## src/rtl/pwr_mode_ctrl.sv

```systemverilog
module pwr_mode_ctrl #(
  parameter int N_UNITS  = 5,
  parameter int EXIT_CYC = 4
) (
  input  logic               clk,
  input  logic               rst_n,
  input  logic               dpm_en,
  input  logic               sel_doze,
  input  logic               sel_nap,
  input  logic               sel_sleep,
  input  logic               pow_set,
  input  logic               ext_irq_en,
  input  logic               ext_irq,
  input  logic               smi,
  input  logic               mchk,
  input  logic               dec_irq,
  input  logic               soft_rst,
  input  logic [N_UNITS-1:0] unit_busy,
  output logic [N_UNITS-1:0] unit_clk_en,
  output logic               core_halt,
  output logic               pll_keep,
  output logic [1:0]         mode,
  output logic               ready,
  output logic               pow_req
);

  localparam int CW = $clog2(EXIT_CYC + 1);

  typedef enum logic [2:0] {
    ST_FULL  = 3'd0,
    ST_DOZE  = 3'd1,
    ST_NAP   = 3'd2,
    ST_SLEEP = 3'd3,
    ST_EXIT  = 3'd4
  } st_t;

  st_t         st;
  st_t         tgt;
  logic [CW-1:0] cnt;
  logic        req_q;
  logic        low;
  logic        any_sel;
  logic        wake;

  assign any_sel = sel_doze | sel_nap | sel_sleep;
  assign wake    = mchk | soft_rst | (ext_irq_en & (ext_irq | smi | dec_irq));
  assign low     = (st == ST_DOZE) || (st == ST_NAP) || (st == ST_SLEEP);
  assign tgt     = sel_sleep ? ST_SLEEP : (sel_nap ? ST_NAP : ST_DOZE);

  always_ff @(posedge clk or negedge rst_n) begin
    if (!rst_n) begin
      st    <= ST_FULL;
      cnt   <= '0;
      req_q <= 1'b0;
    end else begin
      case (st)
        ST_FULL: begin
          if (pow_set) req_q <= 1'b1;
          if (req_q && any_sel) st <= tgt;
        end
        ST_DOZE, ST_NAP, ST_SLEEP: begin
          if (wake) begin
            st    <= ST_EXIT;
            cnt   <= CW'(EXIT_CYC - 1);
            req_q <= 1'b0;
          end
        end
        ST_EXIT: begin
          if (cnt == '0) st <= ST_FULL;
          else           cnt <= cnt - 1'b1;
        end
        default: st <= ST_FULL;
      endcase
    end
  end

  assign core_halt   = low;
  assign ready       = (st == ST_FULL);
  assign pll_keep    = (st != ST_SLEEP);
  assign mode        = low ? st[1:0] : 2'b00;
  assign pow_req     = req_q;
  assign unit_clk_en = low ? '0 : ((st == ST_FULL && dpm_en) ? unit_busy : '1);

endmodule

```

## config.mk

```make
export PLATFORM = sky130hd
export DESIGN_NAME = pwr_mode_ctrl
export DESIGN_NICKNAME = d
export VERILOG_FILES = /design/src/rtl/pwr_mode_ctrl.sv
export SDC_FILE = /design/constraint.sdc
export NUM_CORES = 1
export LEC_CHECK = 0
export BUFFER_PORTS_ARGS = -buffer_cell sky130_fd_sc_hd__buf_4
export CORE_AREA = 5 5 42 44
export DETAILED_ROUTE_END_ITERATION = 10
export DIE_AREA = 0 0 47 49
export GPL_ROUTABILITY_DRIVEN = 0
export PLACE_DENSITY = 0.7
export RECOVER_POWER = 50
export SLEW_MARGIN = 0
export SYNTH_ARGS = -nofsm -noshare
export SYNTH_HDL_FRONTEND = slang
export SYNTH_SLANG_ARGS = --single-unit
export TNS_END_PERCENT = 1
```

## constraint.sdc

```tcl
create_clock -name clk -period 3.45 [get_ports clk]
set_input_delay 0 -clock clk [delete_from_list [all_inputs] [get_ports clk]]
set_output_delay 0 -clock clk [all_outputs]
set_load 0.01 [all_outputs]
```

==> impl_metrics.prom, run 1 <==
# TYPE chip_impl_metric gauge
chip_impl_metric{name="timing.final.max_slew_violations",unit=""} 0
chip_impl_metric{name="timing.final.crit_period",unit="ps"} 1430
chip_impl_metric{name="route.final.wire_length",unit="mm"} 1.31
chip_impl_info{name="most_common_library_cell_in_the_layout_ignoring_fill_and_taps",value="buf_4"} 1
chip_impl_metric{name="synth.area.mux_share",unit=""} 0
chip_impl_metric{name="first_global_vias",unit=""} 531
chip_impl_metric{name="net-switching-power",unit="uW"} 250
chip_impl_info{name="crit_type",value="reg -> out"} 1
chip_impl_metric{name="grt_start_max_net_pins",unit=""} 14
chip_impl_info{name="run_status",value="finished, final reports clean"} 1
chip_impl_metric{name="fin_tns_setup",unit="ps"} 0
chip_impl_info{name="layout_common_cells",value="buf_4, nand2_1, dfrtp_1"} 1
chip_impl_metric{name="wirelength_met1",unit="um"} 550
chip_impl_metric{name="synth_nets",unit=""} 78
chip_impl_metric{name="cts_made_buffers",unit=""} 3
chip_impl_metric{name="p_seq_frac",unit=""} 0.281
chip_impl_metric{name="clk_path_buf_depth",unit=""} 2
chip_impl_metric{name="timing_hold_violations_final",unit=""} 0
chip_impl_metric{name="postSynthCellCount",unit=""} 58
chip_impl_metric{name="synthSimpleGateAreaFrac",unit=""} 0.280
chip_impl_info{name="setup.worst_path.start_class",value="flip-flop"} 1
chip_impl_metric{name="arrival",unit="ps"} 1430
chip_impl_metric{name="port_buffers",unit=""} 28
chip_impl_metric{name="seq_area_frac_synth",unit=""} 0.350
chip_impl_metric{name="slew_headroom",unit=""} 0.715
chip_impl_metric{name="n_antenna_cell",unit=""} 0
chip_impl_metric{name="detailedRoute.firstIterationViolations",unit=""} 5
chip_impl_metric{name="synth_xor_xnor_area_share",unit=""} 0
chip_impl_info{name="end_kind",value="primary output"} 1
chip_impl_metric{name="area.sequential",unit="um^2"} 175
chip_impl_info{name="tritoncts",value="yes"} 1
chip_impl_metric{name="htreeDepth",unit=""} 1
chip_impl_metric{name="synth_compound_area_frac",unit=""} 0.253
chip_impl_metric{name="synth.yosys.warnings",unit=""} 0
chip_impl_metric{name="io-pin-count",unit=""} 29
chip_impl_metric{name="clock_latency",unit="ps"} 250
chip_impl_metric{name="hpwl_dp",unit="mm"} 1.03
chip_impl_metric{name="routed-via-count",unit=""} 544
chip_impl_metric{name="nFillCells",unit=""} 153
chip_impl_metric{name="setup-violations-final",unit=""} 0
chip_impl_metric{name="core-area",unit="um^2"} 1400
chip_impl_info{name="slowest_stage",value="dfrtp_1"} 1
chip_impl_info{name="synth_top_family_by_area",value="simple AND/OR/NAND/NOR gates"} 1
chip_impl_metric{name="global_route_usage_sum",unit=""} 0.140
chip_impl_metric{name="synth-seq-cells",unit=""} 7
chip_impl_metric{name="vdd_drop_max",unit="uV"} 414
chip_impl_metric{name="globalRoute.totalOverflow",unit=""} 0
chip_impl_metric{name="multi_input_area",unit="um^2"} 284
chip_impl_metric{name="postCtsSetupBuffers",unit=""} 0
chip_impl_metric{name="max_clock_freq",unit="GHz"} 0.697
chip_impl_metric{name="power_report.internal_total",unit="uW"} 318
chip_impl_metric{name="final_net_count",unit=""} 112
chip_impl_metric{name="crit_required",unit="ps"} 3450
chip_impl_info{name="grt_setup_unrepaired",value="no"} 1
chip_impl_metric{name="detail-route-antenna-nets",unit=""} 0
chip_impl_metric{name="dr_wl_met3",unit="um"} 92
chip_impl_metric{name="clk_pin_slew_worst_paths",unit="ps"} 60
chip_impl_metric{name="length_of_the_first_detailed_routing_pass_in_iterations",unit=""} 2
chip_impl_metric{name="power.share.combinational",unit=""} 0.583
chip_impl_metric{name="num_rows",unit=""} 14
chip_impl_metric{name="routedWlPerCell",unit="um"} 12.2
chip_impl_metric{name="die_width",unit="um"} 47
chip_impl_info{name="clock_tree.root_cell",value="clkbuf_4"} 1
chip_impl_metric{name="clock_power_share",unit=""} 0.136
chip_impl_metric{name="synth_area",unit="um^2"} 500
chip_impl_metric{name="chipHeight",unit="um"} 49
chip_impl_metric{name="design.die.area",unit="um^2"} 2300
chip_impl_metric{name="final_layout_size_suffix_gt1_frac",unit=""} 0.374
chip_impl_info{name="hold_path_class",value="in -> reg"} 1
chip_impl_metric{name="switching_share",unit=""} 0.441
chip_impl_metric{name="final_core_utilization",unit=""} 0.538
chip_impl_metric{name="period_share",unit=""} 0.416
chip_impl_metric{name="initial_cell_density_of_the_core",unit=""} 0.357
chip_impl_metric{name="cts-resized-gates",unit=""} 0
chip_impl_info{name="maxUsedRoutingLayer",value="met4"} 1
chip_impl_metric{name="max-cap-violations",unit=""} 0
chip_impl_metric{name="antenna_found_initial",unit=""} 0
chip_impl_metric{name="route.detailed.drc",unit=""} 0
chip_impl_metric{name="worstMarginPinSlew",unit="ps"} 427
chip_impl_metric{name="synthDistinctLibCells",unit=""} 27
chip_impl_metric{name="numClockSinks",unit=""} 7
chip_impl_metric{name="via_per_inst",unit=""} 5.08
chip_impl_metric{name="cp_max_fo",unit=""} 13
chip_impl_metric{name="powerDensity",unit="nW/um^2"} 754
chip_impl_metric{name="grt_first_pass_wirelength",unit="mm"} 2.30
chip_impl_metric{name="met2WireLength",unit="um"} 652
chip_impl_metric{name="static-leakage-power",unit="nW"} 0.376
chip_impl_metric{name="critical-path-max-stage-delay",unit="ps"} 430
chip_impl_metric{name="area.growth.synth_to_final",unit="%"} 50.5
chip_impl_metric{name="synth_fa_ha_area_frac",unit=""} 0.0500
chip_impl_metric{name="post_synth.cell_area_avg",unit="um^2"} 8.63
chip_impl_metric{name="finClkSkew",unit="ps"} 2.36
chip_impl_info{name="worstPathCellList",value="nor2_2 > o21ai_0 > nand2_1 > buf_4"} 1
==> state kept, by name (all words and copies together), names as in the netlist <==
| signal | flops |
|---|---|
| cnt | 3 |
| pow_req | 1 |
| st | 3 |
==> worst max-delay path: cells and delay by family, from the launching register on <==
family / cells / cell delay, ps
AO/OA/AOI/OAI: 1 / 150
AND/OR/NAND/NOR: 2 / 480
buffers and inverters: 1 / 120
flip-flops: 1 / 430
==> cells in the mapped netlist (all sizes together) <==
library cell	instances	area share
o21ba	1	0.020
o211ai	1	0.015
inv	5	0.037
buf	2	0.030
nand2	8	0.060
nor2b	3	0.042
a31oi	3	0.038
o31ai	2	0.058
nand4	1	0.013
ha	2	0.050
o21ai	7	0.070
nand3	3	0.040
nor3	1	0.020
a211o	1	0.018
a21oi	2	0.020
nor2	4	0.035
nand4b	1	0.018
and4	2	0.040
dfrtp	7	0.35
nand2b	1	0.013
a21boi	1	0.015
==> logic make-up (layout without fill, tap and decap cells) <==
logic type,Yosys count,after routing
flops,7,7
fa+ha+maj,2,2
simple gates,24,24
compound gates,18,18
buf+inv,7,40
==> path summary, 6_finish.rpt <==
| check | start | depth (start not counted) | endpoint | slack (ps) |
|---|---|---|---|---|
| worst min register to register | cnt[1] | 2 | cnt[1] | 540 |
| min in group asynchronous | rst_n | 2 | st[0] | 170 |
| worst max-delay path | st[1] | 4 | unit_clk_en[3] | 2020 |
| worst min-delay path | pow_set | 3 | pow_req | 20 |
| worst max register to register | st[1] | 3 | cnt[0] | 2190 |
| max in group asynchronous | rst_n | 2 | st[2] | 3000 |
==> routing by layer <==
layer | track usage | vias to the layer above
li1 | - | 273
met5 | 0 | -
met2 | 0.199 | 15
met4 | 0.0829 | 0
met3 | 0.0590 | 2
met1 | 0.170 | 254
==> timing repair <==
item	4_1_cts	5_1_grt
endpoints found under the setup margin	0	0
hold endpoints to repair	8	0
hold buffers	3	0
==> power by group through the flow <==
stage,registers (mW),clock network (mW),logic (mW)
after floorplan,0.145,0,0.231
after global placement,0.162,0,0.346
after detailed placement,0.165,0,0.345
after CTS,0.163,0.0812,0.351
after global routing,0.168,0.0857,0.372
final,0.160,0.0773,0.331
==> final cells by class <==
| cell class | count | share of cell area |
|---|---|---|
| clock buffer | 4 | 0.0349 |
| tap | 16 | 0.0266 |
| multi-input combinational | 44 | 0.377 |
| sequential | 7 | 0.233 |
| inverter | 5 | 0.0249 |
| timing repair buffer | 31 | 0.304 |
==> metrics by stage <==
step                      setup slack, ps  power (mW)  instance area (um^2)  std cells  hold WS [ps]
after floorplan                      2340       0.376                   500         58          -296
after global placement               2220       0.508                   716        100          -181
after detailed placement             2180       0.510                   716        100          -180
after CTS                            1980       0.595                   772        107          10.4
after global routing                 1820       0.626                   753        107          22.6
final                                2020       0.568                   753        107          16.1
(Power assumes the default switching activity.)
==> inputs of run 2 (changes only) <==
==> constraint.sdc (replaced) <==
create_clock -name clk -period 1.35 [get_ports clk]
set_input_delay 0 -clock clk [delete_from_list [all_inputs] [get_ports clk]]
set_output_delay 0 -clock clk [all_outputs]
set_load 0.01 [all_outputs]
==> run 2 against run 1 <==
  * Utilization up 3.7 points
  * Die area unchanged
  * Clock power rose to 2.5 times the previous value
  * Cell count up 3.7%
  * Non-clock buffer count up 4
  * Via count up 2.4%
  * Wire length up 3.7%
  * Largest cell class unchanged
==> impl_metrics.prom, run 2 (synthesis gave the netlist of run 1 again) <==
# TYPE chip_impl_metric gauge
chip_impl_metric{name="timing_hold_violations_final",unit=""} 0
chip_impl_metric{name="globalRoute.totalOverflow",unit=""} 0
chip_impl_metric{name="power.share.combinational",unit=""} 0.644
chip_impl_metric{name="clock_latency",unit="ps"} 250
chip_impl_metric{name="clk_path_buf_depth",unit=""} 2
chip_impl_info{name="tritoncts",value="yes"} 1
chip_impl_metric{name="n_antenna_cell",unit=""} 0
chip_impl_metric{name="nFillCells",unit=""} 140
chip_impl_metric{name="port_buffers",unit=""} 28
chip_impl_metric{name="io-pin-count",unit=""} 29
chip_impl_info{name="worstPathCellList",value="nor2_4 > buf_6 > o21ai_0 > nand2_1 > buf_4"} 1
chip_impl_metric{name="grt_first_pass_wirelength",unit="mm"} 2.34
chip_impl_metric{name="crit_required",unit="ps"} 1350
chip_impl_metric{name="cts_made_buffers",unit=""} 3
chip_impl_metric{name="power_report.internal_total",unit="uW"} 972
chip_impl_metric{name="global_route_usage_sum",unit=""} 0.135
chip_impl_metric{name="clk_pin_slew_worst_paths",unit="ps"} 50
chip_impl_metric{name="timing.final.crit_period",unit="ps"} 1270
chip_impl_metric{name="arrival",unit="ps"} 1270
chip_impl_metric{name="setup-violations-final",unit=""} 0
chip_impl_metric{name="critical_path_buf_inv_count",unit=""} 2
chip_impl_info{name="setup.worst_path.start_class",value="flip-flop"} 1
chip_impl_metric{name="chipHeight",unit="um"} 49
chip_impl_info{name="run_status",value="finished, final reports clean"} 1
chip_impl_metric{name="critical-path-max-stage-delay",unit="ps"} 440
chip_impl_metric{name="pre_cts_ws",unit="ps"} 147
chip_impl_metric{name="period_share",unit=""} 0.944
chip_impl_info{name="cp_top_family",value="flip-flops"} 1
chip_impl_metric{name="vdd_drop_max",unit="uV"} 898
chip_impl_info{name="crit_type",value="reg -> out"} 1
chip_impl_metric{name="design.die.area",unit="um^2"} 2300
chip_impl_metric{name="fin_worst_hold_slack",unit="ps"} 5.58
chip_impl_metric{name="finish.instance_area",unit="um^2"} 806
chip_impl_metric{name="p_seq_frac",unit=""} 0.239
chip_impl_metric{name="powerDensity",unit="nW/um^2"} 2060
chip_impl_metric{name="switching_share",unit=""} 0.415
chip_impl_metric{name="num_rows",unit=""} 14
chip_impl_metric{name="final_net_count",unit=""} 116
chip_impl_metric{name="cp_max_fo",unit=""} 8
chip_impl_metric{name="first_global_vias",unit=""} 567
chip_impl_metric{name="slew_headroom",unit=""} 0.753
chip_impl_metric{name="hpwl_dp",unit="mm"} 1.12
chip_impl_metric{name="route.detailed.drc",unit=""} 0
chip_impl_info{name="most_common_library_cell_in_the_layout_ignoring_fill_and_taps",value="buf_4"} 1
chip_impl_info{name="hold_path_class",value="in -> reg"} 1
chip_impl_info{name="clock_tree.root_cell",value="clkbuf_4"} 1
chip_impl_metric{name="finClkSkew",unit="ps"} 0.910
chip_impl_info{name="end_kind",value="primary output"} 1
chip_impl_info{name="layout_common_cells",value="buf_4, nand2_1, o21ai_1, dfrtp_1, inv_1"} 1
chip_impl_metric{name="detailedRoute.firstIterationViolations",unit=""} 1
chip_impl_metric{name="antenna_found_initial",unit=""} 0
chip_impl_metric{name="worstMarginPinSlew",unit="ps"} 370
chip_impl_metric{name="via_per_inst",unit=""} 5.02
chip_impl_metric{name="finalWorstSetupSlack",unit="ps"} 75.5
chip_impl_metric{name="place.detailed.instances",unit=""} 103
chip_impl_metric{name="max_clock_freq",unit="GHz"} 0.785
chip_impl_metric{name="core-area",unit="um^2"} 1400
chip_impl_metric{name="numClockSinks",unit=""} 7
chip_impl_metric{name="area.growth.synth_to_final",unit="%"} 61.0
chip_impl_metric{name="routedWlPerCell",unit="um"} 12.2
chip_impl_metric{name="routed-via-count",unit=""} 557
chip_impl_metric{name="grt_start_max_net_pins",unit=""} 9
chip_impl_metric{name="initial_cell_density_of_the_core",unit=""} 0.357
chip_impl_metric{name="clock_power_share",unit=""} 0.117
chip_impl_metric{name="static-leakage-power",unit="nW"} 0.401
chip_impl_metric{name="post_dp_cell_area",unit="um^2"} 738
chip_impl_metric{name="route.final.wire_length",unit="mm"} 1.35
chip_impl_metric{name="detail-route-antenna-nets",unit=""} 0
chip_impl_metric{name="timing.final.max_slew_violations",unit=""} 0
chip_impl_metric{name="finalPower",unit="mW"} 1.66
chip_impl_info{name="slowest_stage",value="dfrtp_2"} 1
chip_impl_metric{name="final_layout_size_suffix_gt1_frac",unit=""} 0.474
chip_impl_metric{name="htreeDepth",unit=""} 1
chip_impl_metric{name="max-cap-violations",unit=""} 0
chip_impl_metric{name="length_of_the_first_detailed_routing_pass_in_iterations",unit=""} 3
chip_impl_metric{name="net-switching-power",unit="uW"} 688
chip_impl_metric{name="die_width",unit="um"} 47
chip_impl_metric{name="final_cell_count_no_fill",unit=""} 111
## run 2: changes by cell type in the layout (fill, tap and decap cells not counted), sizes merged
cell	before	now
buf	24	31
clkbuf	8	6
dlygate4sd3	3	2
## run 2: final cells by class
cell class / instances / area [um^2] / area share
clock buffers: 4 / 26.3 / 0.0326
inverters: 5 / 18.8 / 0.0233
multi-input cells: 44 / 299 / 0.371
flip-flops and latches: 7 / 178 / 0.220
well taps: 16 / 20.0 / 0.0248
repair buffers: 35 / 264 / 0.328
## run 2: power by group through the flow
stage                     combinational [mW]  sequential (mW)  clock [mW]
after floorplan                        0.590            0.371           0
after global routing                    1.19            0.413       0.211
after detailed placement                1.00            0.389           0
final                                   1.07            0.396       0.194
after CTS                               1.01            0.394       0.199
after global placement                 0.975            0.388           0
## run 2: metrics by stage
step / setup TNS [ps] / utilization
floorplan: 0 / -
global placement: 0 / 0.527
detailed placement: 0 / 0.527
CTS: 0 / 0.563
global route: -11.7 / 0.575
finish: 0 / 0.575
## run 2: path summary, 6_finish.rpt
path                         start        endpoint  slack [ps]  depth (start not counted)
setup / recovery             st[0]  unit_clk_en[0]          80                          5
hold / removal             pow_set         pow_req           6                          3
setup reg to reg            cnt[0]          cnt[1]         130                          5
hold reg to reg            pow_req         pow_req         540                          2
max in group asynchronous    rst_n           st[0]         900                          2
min in group asynchronous    rst_n          cnt[1]         160                          2
## run 2: what timing repair did
action	4_1_cts	5_1_grt
setup buffers	0	2
gates resized for setup	1	5
endpoints found under the hold margin	8	0
setup endpoints to repair	5	6
hold buffers	2	0
pin swaps	0	1
## run 2: worst min-delay path: cells and delay by family
kind                   cells  cell delay (ps)
buffers and inverters      1               80
AOI/OAI and AO/OA          1               70
and+or+nand+nor            1               80
## run 2: routing by layer
| layer | routed length [um] | track usage | part of all wire | vias up |
|---|---|---|---|---|
| li1 | - | - | - | 280 |
| met1 | 529 | 0.158 | 0.39 | 257 |
| met2 | 719 | 0.222 | 0.53 | 18 |
| met3 | 95 | 0.0590 | 0.070 | 2 |
| met4 | 9 | 0.0276 | 0.0067 | 0 |
| met5 | 0 | 0 | 0 | - |
